File: config.mk
export PLATFORM = sky130hd
export DESIGN_NAME = tcnt_timer
export DESIGN_NICKNAME = d
export VERILOG_FILES = /design/src/rtl/tcnt_pkg.sv /design/src/rtl/tcnt_prescaler.sv /design/src/rtl/tcnt_counter.sv /design/src/rtl/tcnt_readport.sv /design/src/rtl/tcnt_timer.sv
export SDC_FILE = /design/constraint.sdc
export NUM_CORES = 1
export LEC_CHECK = 0
export ABC_AREA = 1
export CAP_MARGIN = 0
export CORE_MARGIN = 3
export CORE_UTILIZATION = 40
export CTS_CLUSTER_SIZE = 24
export DETAILED_ROUTE_END_ITERATION = 12
export HOLD_SLACK_MARGIN = 0.08
export PLACE_DENSITY_LB_ADDON = 0.08
export SLEW_MARGIN = 20
export SYNTH_ARGS = -nofsm -noshare
export SYNTH_HDL_FRONTEND = slang
export SYNTH_SLANG_ARGS = --single-unit
File: constraint.sdc
create_clock -name clk -period 3 [get_ports clk]
set_input_delay 0.6 -clock clk [delete_from_list [all_inputs] [get_ports clk]]
set_output_delay 0.6 -clock clk [all_outputs]
set_load 0.02 [all_outputs]
File: src/rtl/tcnt_pkg.sv
package tcnt_pkg;

  typedef enum logic [1:0] {
    DIV1  = 2'd0,
    DIV4  = 2'd1,
    DIV8  = 2'd2,
    DIV16 = 2'd3
  } presc_e;

  // terminal value of the prescaler counter for each ratio
  function automatic logic [3:0] presc_limit(presc_e s);
    case (s)
      DIV1:    return 4'd0;
      DIV4:    return 4'd3;
      DIV8:    return 4'd7;
      default: return 4'd15;
    endcase
  endfunction

endpackage

File: src/rtl/tcnt_prescaler.sv
module tcnt_prescaler
  import tcnt_pkg::*;
#(
  parameter int PRE_W = 4
) (
  input  logic   clk,
  input  logic   rst,
  input  presc_e sel_i,
  output logic   ce_o
);

  presc_e             cfg_q;
  logic [PRE_W-1:0]   pcnt_q;
  logic [PRE_W-1:0]   limit;

  assign limit = PRE_W'(presc_limit(cfg_q));
  assign ce_o  = (pcnt_q == limit);

  always_ff @(posedge clk) begin
    if (rst) begin
      cfg_q  <= sel_i;
      pcnt_q <= '0;
    end else if (pcnt_q == limit) begin
      pcnt_q <= '0;
    end else begin
      pcnt_q <= pcnt_q + 1'b1;
    end
  end

  AST_CFG_FROZEN: assert property (@(posedge clk) disable iff (rst)
    !rst |=> $stable(cfg_q));
  AST_CE_SPACING: assert property (@(posedge clk) disable iff (rst)
    (ce_o && cfg_q != DIV1) |=> !ce_o);

endmodule

File: src/rtl/tcnt_counter.sv
module tcnt_counter #(
  parameter int CNT_W = 16
) (
  input  logic             clk,
  input  logic             rst,
  input  logic             ce_i,
  output logic [CNT_W-1:0] cnt_o,
  output logic             ovf_o
);

  logic [CNT_W-1:0] cnt_q;
  logic             ovf_q;
  logic             at_top;

  assign at_top = &cnt_q;

  always_ff @(posedge clk) begin
    if (rst) begin
      cnt_q <= '0;
      ovf_q <= 1'b0;
    end else begin
      ovf_q <= ce_i && at_top;
      if (ce_i) cnt_q <= cnt_q + 1'b1;
    end
  end

  assign cnt_o = cnt_q;
  assign ovf_o = ovf_q;

  AST_CNT_HOLD: assert property (@(posedge clk) disable iff (rst)
    !ce_i |=> $stable(cnt_q));
  AST_CNT_STEP: assert property (@(posedge clk) disable iff (rst)
    ce_i |=> cnt_q == CNT_W'($past(cnt_q) + 1'b1));
  AST_OVF_ZERO: assert property (@(posedge clk) disable iff (rst)
    ovf_q |-> cnt_q == '0);
  AST_OVF_PULSE: assert property (@(posedge clk) disable iff (rst)
    ovf_q |=> !ovf_q);

endmodule

File: src/rtl/tcnt_readport.sv
module tcnt_readport #(
  parameter int                BUS_W    = 8,
  parameter int                ADDR_W   = 4,
  parameter logic [ADDR_W-1:0] BASE_ADDR = 4'hE
) (
  input  logic                 clk,
  input  logic                 rst,
  input  logic                 cs_i,
  input  logic                 rd_i,
  input  logic [ADDR_W-1:0]    addr_i,
  input  logic [2*BUS_W-1:0]   cnt_i,
  output logic [BUS_W-1:0]     rdata_o
);

  localparam logic [ADDR_W-1:0] LO_ADDR = BASE_ADDR + 1'b1;

  logic             hit_hi, hit_lo;
  logic [BUS_W-1:0] lo_buf_q;
  logic             buf_vld_q;
  logic [BUS_W-1:0] rdata_q;

  assign hit_hi = cs_i && rd_i && (addr_i == BASE_ADDR);
  assign hit_lo = cs_i && rd_i && (addr_i == LO_ADDR);

  always_ff @(posedge clk) begin
    if (rst) begin
      lo_buf_q  <= '0;
      buf_vld_q <= 1'b0;
      rdata_q   <= '0;
    end else begin
      buf_vld_q <= hit_hi;
      if (hit_hi) lo_buf_q <= cnt_i[BUS_W-1:0];
      if (hit_hi)
        rdata_q <= cnt_i[2*BUS_W-1:BUS_W];
      else if (hit_lo)
        rdata_q <= buf_vld_q ? lo_buf_q : cnt_i[BUS_W-1:0];
      else
        rdata_q <= '0;
    end
  end

  assign rdata_o = rdata_q;

  AST_RD_IDLE_ZERO: assert property (@(posedge clk) disable iff (rst)
    !(cs_i && rd_i) |=> rdata_q == '0);
  AST_LO_BUFFERED: assert property (@(posedge clk) disable iff (rst)
    (hit_lo && buf_vld_q) |=> rdata_q == $past(lo_buf_q));

endmodule

File: src/rtl/tcnt_timer.sv
module tcnt_timer
  import tcnt_pkg::*;
#(
  parameter int                BUS_W    = 8,
  parameter int                ADDR_W   = 4,
  parameter logic [ADDR_W-1:0] CNT_ADDR = 4'hE,
  parameter int                PRE_W    = 4
) (
  input  logic              clk,
  input  logic              rst,
  input  logic              cs,
  input  logic              rd,
  input  logic              wr,
  input  logic [ADDR_W-1:0] addr,
  input  logic [BUS_W-1:0]  wdata,
  input  logic [1:0]        presc_sel,
  output logic [BUS_W-1:0]  rdata,
  output logic              ovf
);

  localparam int CNT_W = 2 * BUS_W;

  logic             ce;
  logic [CNT_W-1:0] cnt;
  logic             unused_wr_bits;

  // the count is read-only: write strobe and data go nowhere
  assign unused_wr_bits = wr ^ (^wdata);

  tcnt_prescaler #(.PRE_W(PRE_W)) u_pre (
    .clk   (clk),
    .rst   (rst),
    .sel_i (presc_e'(presc_sel)),
    .ce_o  (ce)
  );

  tcnt_counter #(.CNT_W(CNT_W)) u_cnt (
    .clk   (clk),
    .rst   (rst),
    .ce_i  (ce),
    .cnt_o (cnt),
    .ovf_o (ovf)
  );

  tcnt_readport #(.BUS_W(BUS_W), .ADDR_W(ADDR_W), .BASE_ADDR(CNT_ADDR)) u_rp (
    .clk     (clk),
    .rst     (rst),
    .cs_i    (cs),
    .rd_i    (rd),
    .addr_i  (addr),
    .cnt_i   (cnt),
    .rdata_o (rdata)
  );

endmodule

### After elaboration in Yosys (flattened, before gate mapping)

Cells that the tools add are included.

* add/subtract/negate cells: 2
* $mul: 0
* divide/modulo/power cells: 0
* magnitude comparators: 0
* eq/ne operators: 5
* shifts and indexed selects: 0
* mux-type cells: 4
* bitwise operators: 0
* reductions and logical operators: 7

Operators by type and width (count)
* two-way mux 8 bit: 3
* adder 16 x 1 -> 16 bit, second input constant: 1
* AND reduction 16 bit: 1
* one-hot mux 4 bit (3 select lines): 1
* equality test 4 bit, second input constant: 2
* adder 4 x 1 -> 4 bit, second input constant: 1
* equality test 4 bit: 1
* logical AND 1 bit: 4
* equality test 2 x 1 -> 1 bit, second input constant: 1
* equality test 2 bit, second input constant: 1
* zero test 2 bit: 1
* OR reduction 2 bit: 1

* register bits after elaboration: 40
* bits in latches: 0
* bits in writable memories: 0
* bits in read-only memories: 0
* bits of input ports: 19
* output and inout bits: 9
* word-level logic and storage cells: 25
* memories: 0

### Longest topological paths before layout

Gate-level depths: netlist (run 1).

* depth in word-level cells: 4
* depth in mapped cells: 9
* gate-level depth less buffers: 9

### Hierarchy

A second synthesis (run 1) with hierarchy kept.

* cells, all modules: 292
* area, all modules: 1989.4 um^2

Modules (own cells, without submodules)
* tcnt_counter: instances 1, cells an instance 133, area an instance 854.6 um^2
* tcnt_readport: instances 1, cells an instance 122, area an instance 852.1 um^2
* tcnt_prescaler: instances 1, cells an instance 37, area an instance 282.8 um^2

### Worst setup path before layout (run 1)

Ideal clock, no wire load.

* kind: input port to flip-flop
* start: input addr[2]
* end: register u_rp.lo_buf_q[6]
* data arrival time: 1.306 ns
* required time: 2.930 ns
* path slack: 1.624 ns
* cell stages on the path: 5
* path through: nand3_1 > nor3_4 > buf_4 > o21ai_0 > a21oi_1

* word-level cells in the longest chain between the ends: 2

RTL lines
* start: declaration: line tcnt_timer.sv:14 `input logic [ADDR_W-1:0] addr,`
* equality test 4 bit: line tcnt_readport.sv:22 `assign hit_hi = cs_i && rd_i && (addr_i == BASE_ADDR);`
* logical AND 1 bit: line tcnt_readport.sv:22
* end signal: assignment: line tcnt_readport.sv:32 `if (hit_hi) lo_buf_q <= cnt_i[BUS_W-1:0];`
* end: declaration: line tcnt_readport.sv:18 `logic [BUS_W-1:0] lo_buf_q;`

Every way passes these cells.
A chain may end at the register's enable or synchronous reset.

### Final worst setup path (run 1)

* start: input addr[3]
* end: register u_rp.rdata_q[5] (netlist: u_rp.rdata_o[5])

* word-level cells in the longest chain between the ends: 4

RTL lines
* equality test 4 bit: line tcnt_readport.sv:23 `assign hit_lo = cs_i && rd_i && (addr_i == LO_ADDR);`
* logical AND 1 bit: line tcnt_readport.sv:23
* two-way mux 8 bit: line tcnt_readport.sv:35 `else if (hit_lo)`
* two-way mux 8 bit *: line tcnt_readport.sv:33 `if (hit_hi)`
* end signal: assignment: line tcnt_readport.sv:34 `rdata_q <= cnt_i[2*BUS_W-1:BUS_W];`
* end signal: assignment: line tcnt_readport.sv:36 `rdata_q <= buf_vld_q ? lo_buf_q : cnt_i[BUS_W-1:0];`
* end: declaration: line tcnt_readport.sv:20 `logic [BUS_W-1:0] rdata_q;`

Mark *: on every way between the ends. The rest lies on a longest branch, timed or not.

==> reports/results.tsv, run 1 <==
metric	value	unit
ys flop type	dfxtp_1	
H-Tree Depth	2	
CP cell instances	clkdlybuf4s50_1, nand3_1, nor3_4, nand2_1, inv_1, nand2_1, nand2_1	
vias per cell	4.789	
WP buf/inv	2	
# port buffers	18	
dpl cell area	2087	sq um
Post-synth EDFFs	2	
net switching power	247.4	uW
cell-internal power	823.7	uW
maximum number of pins on one net before global-route repair	24	
Fin. Hold Viols	0	
core area	4444	sq um
Reg power frac	0.519	
crit path max fanout	17	
critical path's largest stage delay	0.46	ns
status	complete, no violations	
Avg WL per Cell	10.84	um
Worst setup EP type	flop	
ys async rst share	0	
post-route cell area	2198	sq um
VDD IR max	0.0002629	V
drt pass-1 iters	4	
slew margin rel.	0.6423	
syn nets	290	
final wirelength	3.698	mm
Die ar.	5560	sq um
Final TNS setup	0	ns
Placer Congestion	0.7861	
Layout Area Growth over Synthesis	16.90	%
Hold Slack	0.4675	ns
worst hold path type	flop to flop	
worst clock skew	0.004484	ns
Diodes inserted	0	
antenna violations before repair	0	
Worst-Skew Late Latency	0.30	ns
Final ANT Viol Nets	0	
Horiz. Die Dim	74.57	um
most used cell, CP	nand2_1	
met1 Use GR	0.2055	
RSZ-0062 raised after global routing	no	
vias in the first global route	1385	
dpl cells	333	
Num CTS Buffers	5	
First DRT Iteration DRCs	59	
CP Launch Type	primary input	
first-pass GRT wire length	6.134	mm
Tcrit/Tclk final	0.6427	
nets@finish	309	
clock buffer depth	2	
count of mapped cells out of synthesis	269	
clock tree sinks	40	
post_cts resized	0	
global route total overflow	0	
Vias	1633	
Slew Limit Fails	0	
Synth Register Bits	40	
Final setup viols	0	
Max Freq	518.6	MHz
CTS root buffer	clkbuf_8	
CTS tree	built	
num ports	28	
# rows	24	
final core occ	0.4947	
Ys Warns	0	
GR Util met2	0.2176	
required arrival time at the worst endpoint	3.25	ns
Slew @ Worst Pin	0.5352	ns
M3 GR Usage	0.04865	
Starting Density	0.4231	
Most Crowded Layer GR	met2	
register area share after synthesis	0.4365	
Tmin final	1.928	ns
layout cells sized above 1	0.06228	
number of remaining DRC errors	0	
Clk pin slew, worst setup/hold paths	0.08	ns
fin cells	341	
cts hold-fix bufs	0	
max cap viols	0	
Mapped Area	1881	sq um
Synth Area per Inst	6.991	sq um
Sw Share	0.2310	
commonest non-fill, non-tap cell in the layout	nand2_1	
Die Y	74.57	um
Post-CTS Setup Bufs	0	
Final WS setup	1.072	ns
Leak	0.8688	nW
Setup CP Type	primary input to flop	
slowest cell on the critical path	clkdlybuf4s50_1	
CP top delay family	simple AND/OR/NAND/NOR gates	
Place WS	0.7239	ns
post-synth cell types	24	
post-layout total power	1.071	mW
CP Data Arrival Time	2.17	ns
GRT Util Overall	0.1489	
Clock power frac	0.406	
PD cells	487.2	nW/um^2
combinational cell fraction of total power	0.075	
most frequent cells in the layout	nand2_1, dfxtp_1, nor2_1, inv_1, nand3_1	
DP HPWL	2.743	mm
[registers in the layout, summed over array words and instances (netlist names)]
signal / cells
u_cnt.cnt_o: 16
u_rp.lo_buf_q: 8
u_rp.rdata_o: 8
u_pre.pcnt_q: 4
u_pre.cfg_q: 2
u_cnt.ovf_o: 1
u_rp.buf_vld_q: 1
[final timing paths]
kind | endpoint | slack (ns) | cells after the start | from
max | u_rp.rdata_o[5] | 1.07 | 7 | addr[3]
min | u_pre.pcnt_q[0] | 0.47 | 1 | u_pre.pcnt_q[0]
max reg2reg | u_cnt.cnt_o[10] | 1.34 | 9 | u_pre.cfg_q[1]
min reg2reg | u_pre.pcnt_q[0] | 0.47 | 1 | u_pre.pcnt_q[0]
[final cells by class]
class | count | area, sq um
clock inverter | 3 | 42.54
multi-input combinational | 190 | 893.4
inverter | 32 | 120.1
sequential | 40 | 820.8
timing repair buffer | 19 | 187.7
clock buffer | 5 | 68.82
fill | 501 | 2246
tap | 52 | 65.06
[synthesized netlist by cell type (all sizes together), types with 2 or more instances]
master / n / area share
ha: 2 / 0.013
nand2: 70 / 0.14
o21ai: 28 / 0.079
nor2: 35 / 0.074
edfxtp: 2 / 0.032
nor3: 3 / 0.014
dfxtp: 38 / 0.40
buf: 4 / 0.019
xor2: 2 / 0.0093
clkbuf: 3 / 0.0060
a21oi: 20 / 0.053
inv: 32 / 0.064
nand3: 27 / 0.075
[power groups by stage]
stage	registers (mW)	clock network, mW	logic (mW)
finish	0.556	0.435	0.0799
global route	0.558	0.466	0.0932
CTS	0.556	0.448	0.0811
detailed placement	0.569	0	0.0809
global placement	0.569	0	0.0803
floorplan	0.566	0	0.0609
[layer usage]
| layer | share of wire | vias up |
|---|---|---|
| met1 | 0.52 | 702 |
| met4 | 0.0089 | 0 |
| met2 | 0.42 | 27 |
| li1 | - | 899 |
| met3 | 0.050 | 5 |
| met5 | 0 | - |
[logic make-up (layout without fill, tap and decap cells)]
logic type,Yosys count,count (layout),synth area share
AO/OA/AOI/OAI,48,48,0.1317
XOR/XNOR,3,3,0.01397
adder cells (fa/ha/maj),2,2,0.01330
buffers and inverters,39,59,0.08849
flip-flops,40,40,0.4365
AND/OR/NAND/NOR,137,137,0.3160
Note: power is estimated with default switching activity, not from simulation.
==> inputs of run 2 (changes only) <==
==> constraint.sdc (replaced) <==
create_clock -name clk -period 1.6 [get_ports clk]
set_input_delay 0.32 -clock clk [delete_from_list [all_inputs] [get_ports clk]]
set_output_delay 0.32 -clock clk [all_outputs]
set_load 0.02 [all_outputs]
==> run 2 against run 1 <==
Effect of this change: combinational power is 110% higher; setup slack worse by 1.0 ns; non-clock buffer count is 10 higher; routed wire length is 1.8% higher; clock skew is 0.0055 ns higher; utilization is 1.4 points higher; critical path depth is 6 lower; die area stayed put; register-to-register slack worse by 1.1 ns; via count is 1.6% higher; largest power group unchanged; highest routed layer unchanged.
==> reports/results.tsv, run 2 (same netlist as run 1, synthesis figures left out) <==
metric	value	unit
commonest non-fill, non-tap cell in the layout	nand2_1	
Worst-Skew Late Latency	0.29	ns
Horiz. Die Dim	74.57	um
Slew Limit Fails	0	
antenna violations before repair	0	
CTS tree	built	
Final WS setup	0.07040	ns
max reg flops	16	
Post-CTS Setup Bufs	0	
Setup CP Type	flop to primary output	
status	complete, no violations	
GRT Util Overall	0.1519	
RSZ-0062 raised after global routing	no	
Placer Congestion	0.8355	
Starting Density	0.4231	
required arrival time at the worst endpoint	1.28	ns
post-route cell area	2262	sq um
Slew @ Worst Pin	0.4454	ns
slew margin rel.	0.7027	
Diodes inserted	0	
Place WS	0.01843	ns
post-layout total power	1.867	mW
Vias	1659	
PD cells	825.3	nW/um^2
number of remaining DRC errors	0	
most frequent cells in the layout	nand2_1, dfxtp_1, nor2_1, inv_1, nand3_1	
First DRT Iteration DRCs	66	
slowest cell on the critical path	clkdlybuf4s50_1	
first-pass GRT wire length	6.465	mm
Max Freq	653.8	MHz
maximum number of pins on one net before global-route repair	24	
num ports	28	
flop2flop setup slack	0.20	ns
post_cts resized	0	
Leak	0.9161	nW
vias in the first global route	1465	
cts hold-fix bufs	0	
CP cell instances	clkdlybuf4s50_1	
critical path's largest stage delay	0.60	ns
Fin. Hold Viols	0	
Final ANT Viol Nets	0	
register area	820.8	sq um
# port buffers	18	
max cap viols	0	
CP Data Arrival Time	1.21	ns
worst hold path type	flop to flop	
H-Tree Depth	2	
CTS root buffer	clkbuf_8	
Tmin final	1.530	ns
Clk pin slew, worst setup/hold paths	0.08	ns
Num CTS Buffers	5	
Die ar.	5560	sq um
DP HPWL	2.871	mm
worst clock skew	0.01002	ns
Worst setup EP type	primary output	
nets@finish	319	
core area	4444	sq um
Final TNS setup	0	ns
dpl cell area	2175	sq um
layout cells sized above 1	0.09365	
Multi-input gate area	893.4	sq um
clock tree sinks	40	
global route total overflow	0	
# rows	24	
clock buffer depth	2	
Fill cells	445	
Tcrit/Tclk final	0.9560	
VDD IR max	0.0004791	V
crit path max fanout	1	
Final setup viols	0	
WP buf/inv	1	
vias per cell	4.726	
drt pass-1 iters	4	
Layout Area Growth over Synthesis	20.29	%
Avg WL per Cell	10.73	um
final wirelength	3.766	mm
CP top delay family	buffers and inverters	
Die Y	74.57	um
CP Launch Type	flop	
[run 2: changes by cell type in the layout (fill, tap and decap cells not counted)]
cell | previous run | this run
buf_12 | 0 | 1
clkinv_2 | 1 | 2
clkinv_4 | 0 | 1
clkinvlp_4 | 1 | 0
bufinv_16 | 1 | 0
buf_4 | 1 | 10
[run 2: cell type report]
class | instances | area share
Clock inverter | 3 | 0.008296
Sequential cell | 40 | 0.3628
Inverter | 32 | 0.05310
Clock buffer | 5 | 0.03042
Tap cell | 52 | 0.02876
Multi-Input combinational cell | 190 | 0.3949
Timing Repair Buffer | 29 | 0.1217
[run 2: power by group]
part / internal [mW] / switching [mW] / leakage [nW] / total (mW)
registers: 1.02 / 0.0194 / 0.326 / 1.04
clock network: 0.304 / 0.352 / 0.0479 / 0.655
logic: 0.0745 / 0.0937 / 0.542 / 0.168
total: 1.40 / 0.465 / 0.916 / 1.87
[run 2: path summary, 6_finish.rpt]
path | from | to | depth (start not counted)
max | u_rp.rdata_o[5] | rdata[5] | 1
min | u_pre.pcnt_q[0] | u_pre.pcnt_q[0] | 1
max reg2reg | u_pre.cfg_q[1] | u_cnt.cnt_o[10] | 10
min reg2reg | u_pre.pcnt_q[0] | u_pre.pcnt_q[0] | 1
[run 2: metal layers]
| layer | share of wire | wire [um] | track usage | vias to the layer above |
|---|---|---|---|---|
| met5 | 0 | 0 | 0 | - |
| met4 | 0.011 | 40 | 0.04743 | 0 |
| met3 | 0.048 | 181 | 0.05000 | 4 |
| met2 | 0.41 | 1538 | 0.2195 | 28 |
| met1 | 0.53 | 2005 | 0.2146 | 710 |
| li1 | - | - | - | 917 |
[run 2: per-stage QoR]
step,instances,hold WS (ns),utilization
floorplan,269,0.3891,-
global placement,343,0.4438,0.4893
CTS,351,0.4745,0.5090
detailed placement,343,0.4557,0.4893
global route,351,0.4950,0.5090
finish,351,0.4680,0.5090
